`src/rtl/rub_pkg.sv`:
```
`timescale 1ns/1ps
// Shared configuration, slot record and address helper for the unrolling backend.
// Assumes power-of-two block size and a slot count that fits IDX_W bits.
package rub_pkg;
    localparam int SLOTS      = 8;
    localparam int IDX_W      = $clog2(SLOTS);
    localparam int FE_W       = 4;
    localparam int TAG_W      = 8;
    localparam int ADDR_W     = 40;
    localparam int CNT_W      = 6;
    localparam int BLK_BYTES  = 64;
    localparam int BLK_SHIFT  = $clog2(BLK_BYTES);
    localparam int BLK_DATA_W = BLK_BYTES * 8;

    typedef struct packed {
        logic [FE_W-1:0]   src;
        logic [TAG_W-1:0]  tag;
        logic [ADDR_W-1:0] raddr;
        logic [ADDR_W-1:0] laddr;
        logic [CNT_W-1:0]  nblk;
    } slot_rec_t;

    // Byte address of block 'off' relative to 'base'.
    function automatic logic [ADDR_W-1:0] blk_addr(input logic [ADDR_W-1:0] base,
                                                   input logic [CNT_W-1:0]  off);
        return base + (ADDR_W'(off) << BLK_SHIFT);
    endfunction
endpackage

```
`src/rtl/rub_pick_first.sv`:
```
`timescale 1ns/1ps
// Fixed-priority picker: reports whether any request bit is set and the lowest set index.
// Assumes N is at least 2. Purely combinational.
module rub_pick_first #(
    parameter int N   = 8,
    localparam int W  = $clog2(N)
) (
    input  logic [N-1:0] cand,
    output logic         any,
    output logic [W-1:0] idx
);
    // Scan from the top so the lowest set bit wins.
    always_comb begin
        idx = '0;
        for (int i = N - 1; i >= 0; i--) begin
            if (cand[i]) idx = W'(i);
        end
        any = |cand;
    end
endmodule

```
`src/rtl/rub_hold_pick.sv`:
```
`timescale 1ns/1ps
// Picks the lowest candidate slot for an output channel and, once that channel is
// stalled, keeps the same slot until it is taken, so the offered fields stay put.
// Assumes a candidate stays a candidate until it fires.
module rub_hold_pick #(
    parameter int N   = 8,
    localparam int W  = $clog2(N)
) (
    input  logic         clk,
    input  logic         rst_n,
    input  logic [N-1:0] cand,
    input  logic         ready,
    output logic         valid,
    output logic [W-1:0] idx,
    output logic         fire
);
    logic         pick_any;
    logic [W-1:0] pick_idx;
    logic         hold_q;
    logic [W-1:0] hold_idx_q;

    rub_pick_first #(.N(N)) u_pick (
        .cand (cand),
        .any  (pick_any),
        .idx  (pick_idx)
    );

    // Present the held slot while stalled, else the lowest candidate.
    always_comb begin
        idx   = hold_q ? hold_idx_q : pick_idx;
        valid = hold_q | pick_any;
        fire  = valid & ready;
    end

    // Remember a stalled offer for the next cycle.
    always_ff @(posedge clk) begin
        if (!rst_n) begin
            hold_q     <= 1'b0;
            hold_idx_q <= '0;
        end else begin
            hold_q     <= valid & ~ready;
            hold_idx_q <= idx;
        end
    end

    // a stalled offer keeps its slot on the next cycle.
    a_r3_r5_slot_hold: assert property (@(posedge clk) disable iff (!rst_n)
        valid && !ready |=> valid && (idx == $past(idx)));

    // The offered slot is always a live candidate.
    a_r9_offer_is_cand: assert property (@(posedge clk) disable iff (!rst_n)
        valid |-> cand[idx]);
endmodule

```
`src/rtl/rub_slot_table.sv`:
```
`timescale 1ns/1ps
// Outstanding-request table: one entry per slot holding the request record, the
// number of blocks already sent and the number of replies still expected.
// Assumes allocation targets a free slot and replies only name live slots.
module rub_slot_table
    import rub_pkg::*;
(
    input  logic             clk,
    input  logic             rst_n,
    input  logic             alloc_en,
    input  logic [IDX_W-1:0] alloc_idx,
    input  slot_rec_t        alloc_rec,
    input  logic             issue_en,
    input  logic [IDX_W-1:0] issue_idx,
    input  logic             rsp_en,
    input  logic [IDX_W-1:0] rsp_idx,
    input  logic             free_en,
    input  logic [IDX_W-1:0] free_idx,
    output logic [SLOTS-1:0] busy,
    output logic [SLOTS-1:0] pend,
    output logic [SLOTS-1:0] done,
    output slot_rec_t        rec  [SLOTS],
    output logic [CNT_W-1:0] sent [SLOTS]
);
    logic [CNT_W-1:0] left [SLOTS];

    for (genvar g = 0; g < SLOTS; g++) begin : g_slot
        // Per-slot state: allocate, count issued blocks, count down replies, release.
        always_ff @(posedge clk) begin
            if (!rst_n) begin
                busy[g] <= 1'b0;
                rec[g]  <= '0;
                sent[g] <= '0;
                left[g] <= '0;
            end else if (alloc_en && alloc_idx == IDX_W'(g)) begin
                busy[g] <= 1'b1;
                rec[g]  <= alloc_rec;
                sent[g] <= '0;
                left[g] <= alloc_rec.nblk;
            end else begin
                if (free_en && free_idx == IDX_W'(g)) busy[g] <= 1'b0;
                if (issue_en && issue_idx == IDX_W'(g)) sent[g] <= sent[g] + 1'b1;
                if (rsp_en && rsp_idx == IDX_W'(g) && left[g] != '0) left[g] <= left[g] - 1'b1;
            end
        end

        // Slot status flags for the two output pickers.
        always_comb begin
            pend[g] = busy[g] && (sent[g] != rec[g].nblk);
            done[g] = busy[g] && (sent[g] == rec[g].nblk) && (left[g] == '0);
        end
    end

    // allocation never lands on a busy slot.
    a_r9_alloc_free: assert property (@(posedge clk) disable iff (!rst_n)
        alloc_en |-> !busy[alloc_idx]);

    // a slot is released only once it has finished.
    a_r8_free_done: assert property (@(posedge clk) disable iff (!rst_n)
        free_en |-> done[free_idx]);

    // a reply names a live slot and a block that has already been sent.
    a_r4_rsp_known: assert property (@(posedge clk) disable iff (!rst_n)
        rsp_en |-> busy[rsp_idx] && ((rec[rsp_idx].nblk - left[rsp_idx]) < sent[rsp_idx]));
endmodule

```
`src/rtl/rub_llc_writer.sv`:
```
`timescale 1ns/1ps
// Turns each network reply into a registered one-block write toward the LLC.
// Assumes the LLC write port always accepts.
module rub_llc_writer
    import rub_pkg::*;
(
    input  logic                  clk,
    input  logic                  rst_n,
    input  logic                  rsp_valid,
    input  logic [ADDR_W-1:0]     rsp_base,
    input  logic [CNT_W-1:0]      rsp_off,
    input  logic [BLK_DATA_W-1:0] rsp_data,
    output logic                  wr_valid,
    output logic [ADDR_W-1:0]     wr_addr,
    output logic [BLK_DATA_W-1:0] wr_data
);
    // Register the write one cycle after the reply.
    always_ff @(posedge clk) begin
        if (!rst_n) begin
            wr_valid <= 1'b0;
            wr_addr  <= '0;
            wr_data  <= '0;
        end else begin
            wr_valid <= rsp_valid;
            if (rsp_valid) begin
                wr_addr <= blk_addr(rsp_base, rsp_off);
                wr_data <= rsp_data;
            end
        end
    end

    // every reply yields exactly one write on the next cycle.
    a_r4_wr_next: assert property (@(posedge clk) disable iff (!rst_n)
        rsp_valid |=> wr_valid);
    a_r4_no_spurious: assert property (@(posedge clk) disable iff (!rst_n)
        !rsp_valid |=> !wr_valid);
endmodule

```
`src/rtl/rub_backend.sv`:
```
`timescale 1ns/1ps
// Edge backend for remote reads: accepts requests into free slots, unrolls them into
// single-block network reads, writes replies to the LLC and returns a completion
// to the requesting frontend once every reply for a slot has arrived.
// Assumes replies echo slot and offset of a read that was sent.
module rub_backend
    import rub_pkg::*;
(
    input  logic                  clk,
    input  logic                  rst_n,
    input  logic                  fe_req_valid,
    output logic                  fe_req_ready,
    input  logic [FE_W-1:0]       fe_req_src,
    input  logic [TAG_W-1:0]      fe_req_tag,
    input  logic [ADDR_W-1:0]     fe_req_raddr,
    input  logic [ADDR_W-1:0]     fe_req_laddr,
    input  logic [CNT_W-1:0]      fe_req_nblk,
    output logic                  net_rd_valid,
    input  logic                  net_rd_ready,
    output logic [ADDR_W-1:0]     net_rd_addr,
    output logic [IDX_W-1:0]      net_rd_slot,
    output logic [CNT_W-1:0]      net_rd_off,
    input  logic                  net_rsp_valid,
    input  logic [IDX_W-1:0]      net_rsp_slot,
    input  logic [CNT_W-1:0]      net_rsp_off,
    input  logic [BLK_DATA_W-1:0] net_rsp_data,
    output logic                  llc_wr_valid,
    output logic [ADDR_W-1:0]     llc_wr_addr,
    output logic [BLK_DATA_W-1:0] llc_wr_data,
    output logic                  cpl_valid,
    input  logic                  cpl_ready,
    output logic [FE_W-1:0]       cpl_dst,
    output logic [TAG_W-1:0]      cpl_tag
);
    logic [SLOTS-1:0] busy, pend, done;
    slot_rec_t        rec  [SLOTS];
    logic [CNT_W-1:0] sent [SLOTS];
    logic             alloc_any, alloc_en;
    logic [IDX_W-1:0] alloc_idx;
    slot_rec_t        alloc_rec;
    logic             issue_en, free_en;
    logic [IDX_W-1:0] issue_idx, free_idx;

    // Lowest free slot for the next request.
    rub_pick_first #(.N(SLOTS)) u_free_pick (
        .cand (~busy),
        .any  (alloc_any),
        .idx  (alloc_idx)
    );

    // Accept a request whenever a slot is free.
    always_comb begin
        fe_req_ready = alloc_any;
        alloc_en     = fe_req_valid & alloc_any;
        alloc_rec    = '{src: fe_req_src, tag: fe_req_tag, raddr: fe_req_raddr,
                         laddr: fe_req_laddr, nblk: fe_req_nblk};
    end

    rub_slot_table u_table (
        .clk       (clk),
        .rst_n     (rst_n),
        .alloc_en  (alloc_en),
        .alloc_idx (alloc_idx),
        .alloc_rec (alloc_rec),
        .issue_en  (issue_en),
        .issue_idx (issue_idx),
        .rsp_en    (net_rsp_valid),
        .rsp_idx   (net_rsp_slot),
        .free_en   (free_en),
        .free_idx  (free_idx),
        .busy      (busy),
        .pend      (pend),
        .done      (done),
        .rec       (rec),
        .sent      (sent)
    );

    rub_hold_pick #(.N(SLOTS)) u_issue_pick (
        .clk   (clk),
        .rst_n (rst_n),
        .cand  (pend),
        .ready (net_rd_ready),
        .valid (net_rd_valid),
        .idx   (issue_idx),
        .fire  (issue_en)
    );

    // Form the network read of the selected slot's next block.
    always_comb begin
        net_rd_slot = issue_idx;
        net_rd_off  = sent[issue_idx];
        net_rd_addr = blk_addr(rec[issue_idx].raddr, sent[issue_idx]);
    end

    rub_llc_writer u_writer (
        .clk       (clk),
        .rst_n     (rst_n),
        .rsp_valid (net_rsp_valid),
        .rsp_base  (rec[net_rsp_slot].laddr),
        .rsp_off   (net_rsp_off),
        .rsp_data  (net_rsp_data),
        .wr_valid  (llc_wr_valid),
        .wr_addr   (llc_wr_addr),
        .wr_data   (llc_wr_data)
    );

    rub_hold_pick #(.N(SLOTS)) u_cpl_pick (
        .clk   (clk),
        .rst_n (rst_n),
        .cand  (done),
        .ready (cpl_ready),
        .valid (cpl_valid),
        .idx   (free_idx),
        .fire  (free_en)
    );

    // Completion packet fields come from the finishing slot.
    always_comb begin
        cpl_dst = rec[free_idx].src;
        cpl_tag = rec[free_idx].tag;
    end

    // a stalled network read keeps its fields.
    a_r3_rd_hold: assert property (@(posedge clk) disable iff (!rst_n)
        net_rd_valid && !net_rd_ready |=> net_rd_valid && $stable(net_rd_addr)
            && $stable(net_rd_slot) && $stable(net_rd_off));

    // a stalled completion keeps its fields.
    a_r5_cpl_hold: assert property (@(posedge clk) disable iff (!rst_n)
        cpl_valid && !cpl_ready |=> cpl_valid && $stable(cpl_dst) && $stable(cpl_tag));

    // an offered offset always lies inside the request.
    a_r2_off_bound: assert property (@(posedge clk) disable iff (!rst_n)
        net_rd_valid |-> net_rd_off < rec[net_rd_slot].nblk);

    // a zero-length slot never offers a read.
    a_r7_zero_quiet: assert property (@(posedge clk) disable iff (!rst_n)
        net_rd_valid |-> rec[net_rd_slot].nblk != '0);
endmodule

```
`config.mk`:
```
export PLATFORM = sky130hd
export DESIGN_NAME = rub_backend
export DESIGN_NICKNAME = d
export VERILOG_FILES = /design/src/rtl/rub_pkg.sv /design/src/rtl/rub_pick_first.sv /design/src/rtl/rub_hold_pick.sv /design/src/rtl/rub_slot_table.sv /design/src/rtl/rub_llc_writer.sv /design/src/rtl/rub_backend.sv
export SDC_FILE = /design/constraint.sdc
export NUM_CORES = 2
export LEC_CHECK = 0
export ABC_AREA = 1
export BUFFER_PORTS_ARGS = -buffer_cell sky130_fd_sc_hd__buf_2
export CORE_AREA = 2 2 486 488
export DETAILED_ROUTE_END_ITERATION = 12
export DIE_AREA = 0 0 488 490
export GPL_TIMING_DRIVEN = 0
export PLACE_DENSITY_LB_ADDON = 0.25
export SLEW_MARGIN = 0
export SYNTH_ARGS = -nofsm -noshare
export SYNTH_HDL_FRONTEND = slang
export SYNTH_SLANG_ARGS = --single-unit
```
`constraint.sdc`:
```
create_clock -name clk -period 6.9 [get_ports clk]
set_input_delay 1.035 -clock clk [delete_from_list [all_inputs] [get_ports clk]]
set_output_delay 1.035 -clock clk [all_outputs]
set_load 0.01 [all_outputs]
```
[After elaboration in Yosys (flattened, before gate mapping)]
Memories as Yosys holds them, arrays and structs flattened.
Index checks and enable logic that the tools add are counted.
Storage, ports and cells
  RAM bits: 48
  memories kept: 1
  input bits: 625
  word-level logic and storage cells: 389
  output and inout bits: 617
  flip-flop bits (word level): 1401
Memory list
  u_table.left: depth 8, width 6, read ports 8, clocked after memory_dff 0, wr ports 8, RTL line rub_slot_table.sv:25  | logic [CNT_W-1:0] left [SLOTS];
Cells by class
  order comparisons: 3
  bitwise logic cells: 30
  $add $sub $neg: 18
  mux-type cells: 127
  eq/ne operators: 44
  reductions and logical operators: 103
Operators with widths (count)
  98-bit binary-select mux with 3-bit select: 3
  98-bit two-way mux: 2
  86-bit two-way mux: 2
  6-bit two-way mux: 18
  46-bit two-way mux: 2
  40-bit by 12-bit adder with 40-bit output: 2
  3-bit two-way mux: 26
  1-bit two-way mux: 73
  1-bit logical AND: 64
  6-bit by 1-bit adder with 6-bit output (second input constant): 8
  3-bit == test (second input constant): 16
  6-bit == test: 8
  6-bit logical NOT: 8
  6-bit != test: 8
  6-bit nonzero test: 8
  6-bit by 1-bit subtractor with 6-bit output (second input constant): 8
  3-bit by 2-bit == test with 1-bit output (second input constant): 8
  8-bit OR reduction: 3
  6-bit binary-select mux with 3-bit select: 1
  1-bit bitwise OR: 18
  2-bit nonzero test: 8
  2-bit OR reduction: 8
  3-bit by 1-bit == test with 1-bit output (second input constant): 4
  4-bit >= comparator (second input constant): 3
  other kinds (5): 16

[Depth between registers and ports, before layout]
  depth after elaboration: 16
  depth in mapped cells: 38
  gate-level depth less buffers: 36

[Modules after synthesis]
Synthesis repeated with hierarchy kept, for this count alone.
Unflattened totals
  cells, all modules: 9125
  area, all modules: 62827.8 um^2
By module, submodules not included
  rub_slot_table: times used 1, seq. area each 18257.5 um^2, area an instance 33273.2 um^2, cells an instance 4325
  rub_llc_writer: times used 1, seq. area each 11070.6 um^2, area an instance 20199.4 um^2, cells an instance 2694
  rub_backend: times used 1, seq. area each 0.0 um^2, area an instance 8665.8 um^2, cells an instance 1976
  rub_hold_pick: times used 2, seq. area each 80.1 um^2, area an instance 196.4 um^2, cells an instance 32
  rub_pick_first: times used 3, seq. area each 0.0 um^2, area an instance 98.8 um^2, cells an instance 22

[Least setup slack after synthesis]
Ideal clock, no wire load.
  kind: reg-to-output
  start: register u_table.sent[2] (netlist bit)
  end: output net_rd_addr[26]
  data required time: 5865 ps
  path slack: 1407 ps
  arrival: 4458 ps
  cell stages (with the launch flop): 36
  buffers on the path: 4
  cell sequence: dfxtp_1 inv_2 nand2_1 nand2_1 nor2_1 nand3_1 nand2_1 inv_1 nand2_1 nand2_1 nand2_1 nand2_1 nand2_1 nand2_2 nand2_4 nand2_4 nand2_1 buf_4 buf_2 buf_2 buf_1 nor2_1 o32ai_1 ha_1 fa_1 nand3_1 and2_1 nand3b_1 and2_1 nor2_1 nand2_1 nor3_2 inv_2 nor2_1 nor2_1 nor2_1
On the way
  word-level cells in the longest chain between the ends: 16
  elaborated cells between the ends (all ways): 19
  classes of those cells: 1 x add/sub; 1 x eq/ne; 15 x mux; 1 x bitwise; 1 x reduce/logical
RTL lines
  from (decl): RTL line rub_slot_table.sv:23  | output logic [CNT_W-1:0] sent [SLOTS]
  from (signal, indexed assignment): RTL line rub_slot_table.sv:42  | if (issue_en && issue_idx == IDX_W'(g)) sent[g] <= sent[g] + 1'b1;
  6-bit != test: RTL line rub_slot_table.sv:49  | pend[g] = busy[g] && (sent[g] != rec[g].nblk);
  1-bit logical AND: RTL line rub_slot_table.sv:49
  3-bit two-way mux (8 in a row): RTL line rub_pick_first.sv:16  | if (cand[i]) idx = W'(i);
  3-bit two-way mux: RTL line rub_hold_pick.sv:30  | idx = hold_q ? hold_idx_q : pick_idx;
  3-bit inverter with 4-bit output
  6-bit binary-select mux with 3-bit select
  6-bit two-way mux (2 in a row)
  named net net_rd_off[0]: RTL line rub_backend.sv:22  | output logic [CNT_W-1:0] net_rd_off,
  40-bit by 12-bit adder with 40-bit output: RTL line rub_pkg.sv:26  | return base + (ADDR_W'(off) << BLK_SHIFT);
  to (decl): RTL line rub_backend.sv:20  | output logic [ADDR_W-1:0] net_rd_addr,
The timed path passes the listed nets, and every way through them passes these cells. The select of a mux whose other input is x is not followed.

[Final worst setup path]
  start: register u_table.sent[34] (netlist bit)
  end: output net_rd_addr[39]
On the way
  word-level cells in the longest chain between the ends: 11
  elaborated cells between the ends (all ways): 14
  classes of those cells: 1 x add/sub; 1 x eq/ne; 10 x mux; 1 x bitwise; 1 x reduce/logical
RTL lines
  6-bit != test: RTL line rub_slot_table.sv:49
  1-bit logical AND: RTL line rub_slot_table.sv:49
  3-bit two-way mux (3 in a row): RTL line rub_pick_first.sv:16
  3-bit two-way mux: RTL line rub_hold_pick.sv:30
  3-bit inverter with 4-bit output (not written as such): RTL line rub_backend.sv:92  | net_rd_addr = blk_addr(rec[issue_idx].raddr, sent[issue_idx]);
  98-bit binary-select mux with 3-bit select or 6-bit binary-select mux with 3-bit select (tied branches): RTL line rub_backend.sv:92
  86-bit two-way mux (not written as such) or 6-bit two-way mux (tied branches) (2 in a row): RTL line rub_backend.sv:92
  40-bit by 12-bit adder with 40-bit output *: RTL line rub_pkg.sv:26
Mark *: on every way between the ends. The rest lies on a longest branch, timed or not. The select of a mux whose other input is x is not followed.

==> metrics.csv <==
stage;metric;value;unit
setup_path;crit_start;u_table.sent[34];
routing;wl_per_cell;33.5;microns
global_routing;first_global_vias;60514;
synth;avgSynthCellArea;7.41;sq um
timing;layout_setup_ws;0.210;ns
routing;first_pass_iters;7;
timing;relSlewSlack;-3.20;%
global_routing;grt_pass1_wl;560000;microns
cells_and_area;drive_gt1_share;18.2;%
setup_path;rr_worst_depth;11;
setup_path;rr_endpoint;u_table.rec[73];
pwr;switching_share;30.2;%
pwr;p_leak;32.0;nW
synth;ys_seq_area_share;49.7;%
die;row_count;178;
clock_network;cts_num_sinks;1449;
die;die-area;239000;sq um
pwr;clockPowerShare;44.6;%
setup_path;crit_fanout;10;
global_routing;grt_max_degree;29;
die;die_height;490;microns
routing;vias;67226;
setup_path;end_kind;primary output;
synth;ys_ff_latch;1449;
placed_design;dp_hpwl;349000;microns
cells_and_area;fillers;25510;
clock_network;clock_path_buffers;3;
synth;synth_ff_type;dfxtp_1;
synth;synth_top_area_share;47.3;%
pwr;p_int;14.7;mW
setup_path;crit_end;net_rd_addr[39];
clock_network;numCtsBuffers;174;
min_path;hp-class;in2reg;
cells_and_area;mostFrequentLayoutCell;nor2_1;
synth;yosys-top-cells-area;dfxtp_1, o21ai_0, nor2_1;
die;start_util;25.4;%
timing;grt_setup_unrepaired;true;
pwr;ir_drop;0.182;mV
global_routing;globalRouteTotalUtil;34.5;%
timing;holdWs;0.407;ns
setup_path;slowest_stage;ha_2;
synth;syn_nets;8662;
die;die_w;488;microns
synth;ys_types;55;
timing;hold_viol;0;
setup_path;reg2reg_slack;1.67;ns
clock_network;cts.clk_slew.worst_paths;0.06;ns
placed_design;port_buffers;1238;
cells_and_area;final_cell_mix;nor2_1, dfxtp_1, buf_2, o21ai_0, nand2_1;
pwr;p_sw;6.37;mW
cells_and_area;multi_input_area;25400;sq um
synth;synth_edf_count;48;
setup_path;max_stage_delay;0.32;ns
clock_network;worstSkewPairLatency;0.85;ns
cells_and_area;syn2layout_area_growth;29.3;%
setup_path;crit_type;reg2out;
clock_network;holdBufCountCts;0;
pwr;pwr-share-comb;13.0;%
pwr;pwr-share-seq;42.4;%
synth;yosysWarnings;0;
placed_design;gp_congestion;1.13;
cells_and_area;fin_nets;10123;
timing;drv_slew;11;
synth;synth_area;59400;sq um
run;drv_cap;1;
routing;drc;0;
die;ioPinCount;1242;
routing;drt-total-wl;431000;microns
routing;vias_per_cell;5.22;
placed_design;place_area;69500;sq um
placed_design;pre_cts_slack;-1.53;ns
timing;period_needed;6.69;ns
global_routing;antenna_found_initial;271;
setup_path;worstPathArrival;5.65;ns
pwr;cellPowerDensity;275;nW/um^2
timing;fmax;149;MHz
synth;async_flop_share;0;%
setup_path;r2r_start;u_table.busy[6];
timing;setup_viol;0;
synth;synth_area_leader_cell;dfxtp_1;
synth;syn_inst;8007;
die;core_area;234000;sq um
run_status;status;complete, but fails checks;
setup_path;cp.required;5.86;ns
setup_path;startpoint_type;register;
cells_and_area;final_cell_area;76700;sq um
min_path;hold_start;net_rsp_data[137];
run_status;violations;max-capacitance violations, max-slew violations;
routing;initialDrtViolationCount;8793;
timing;finClkSkew;0.0397;ns
routing;ant_nets;0;
clock_network;htree_levels;4;
timing;tightestPinTransition;1.55;ns
timing;finalCritPeriodShare;97.0;%
global_routing;grt_overflow_total;0;
cells_and_area;register_area;29500;sq um
timing;setup_tns;0;ns
clock_network;cts-root-buf;clkbuf_16;
clock_network;cts_tree;yes;
cells in the mapped netlist, drive strengths merged (3+ instances only):
cell and number:
nor3b 8, ha 28, or2 4, a22o 4, o221ai 37, o2111ai 21, nor4 6, nor2 1506
xor2 83, a31oi 3, o22ai 151, a221oi 43, buf 69, clkbuf 487, o21ai 1179, edfxtp 48
a22oi 40, nand2 947, nand4 30, o32ai 9, inv 715, a32oi 3, xnor2 22, and2 3
nand3b 10, a21oi 726, dfxtp 1401, clkinv 6, nand3 342, nor3 46, a211oi 11, or3 3
worst max-delay path: cells and delay by family (launching register included):
kind / cells / cell delay, ns
and+or+nand+nor: 18 / 2.06
buffers and inverters: 9 / 1.28
AOI/OAI and AO/OA: 6 / 0.84
adders and majority gates: 1 / 0.32
DFF: 1 / 0.30
layout make-up:
cell class              instances  share of cell area, %
diodes                        111                  0.362
clock inverters                55                  0.785
inverters                     721                   3.54
well taps                    3150                   5.14
clock buffers                 261                   6.64
multi-input cells            5281                   33.2
repair buffers               1291                   8.68
plain buffers                 550                   3.22
flip-flops and latches       1449                   38.5
through the flow:
step                std cells  utilization [%]  total power, mW
CTS                     12732             32.5             21.0
floorplan                8007                -             10.1
finish                  12869             32.8             21.1
detailed placement      12397             29.7             11.7
global placement        12395             29.7             11.7
global route            12818             32.7             21.6
flip-flops by register name, summed over array words and instances, names as in the netlist:
register,flops
u_writer.wr_addr,40
u_table.busy,8
u_cpl_pick.hold_idx_q,3
u_writer.wr_valid,1
u_cpl_pick.hold_q,1
u_writer.wr_data,512
u_issue_pick.hold_q,1
u_table.left,48
u_issue_pick.hold_idx_q,3
u_table.rec,784
u_table.sent,48
what timing repair did:
| item | in CTS | in global routing |
|---|---|---|
| setup endpoints to repair | 35 | 27 |
| gates cloned | 0 | 1 |
| endpoints found under the hold margin | 0 | 0 |
| setup buffers | 23 | 27 |
| resized for setup | 160 | 68 |
| pin swaps | 18 | 20 |
power groups by stage:
stage / combinational, mW / clock, mW / sequential, mW
2_1_floorplan: 0.934 / 0 / 9.16
3_3_place_gp: 2.60 / 0 / 9.11
3_5_place_dp: 2.61 / 0 / 9.12
4_1_cts: 2.65 / 9.45 / 8.94
5_1_grt: 2.84 / 9.78 / 8.97
6_report: 2.74 / 9.40 / 8.95
worst min-delay path by stage:
stage	endpoint	slack, ns	depth (start not counted)
after floorplan	u_table.rec[318]	0.42	2
after global placement	u_table.rec[134]	0.43	2
after detailed placement	u_table.rec[23]	0.44	2
after CTS	u_writer.wr_data[131]	0.36	3
after global routing	u_writer.wr_data[131]	0.39	3
final	u_writer.wr_data[137]	0.41	3
kinds of logic after synthesis:
family	share of synthesized area, %
XOR/XNOR	1.55
flip-flops	49.7
adder cells (fa/ha/maj)	0.658
buffers and inverters	8.23
AO/OA/AOI/OAI	20.3
AND/OR/NAND/NOR	19.6
metal layers:
metal / vias up / GRT usage [%] / wire (microns)
met5: - / 0 / 284
met4: 44 / 16.4 / 23900
met3: 838 / 11.7 / 51100
met2: 4154 / 51.2 / 182000
met1: 32783 / 44.6 / 173000
li1: 29407 / - / -
Note: power is estimated with default switching activity, not from simulation.
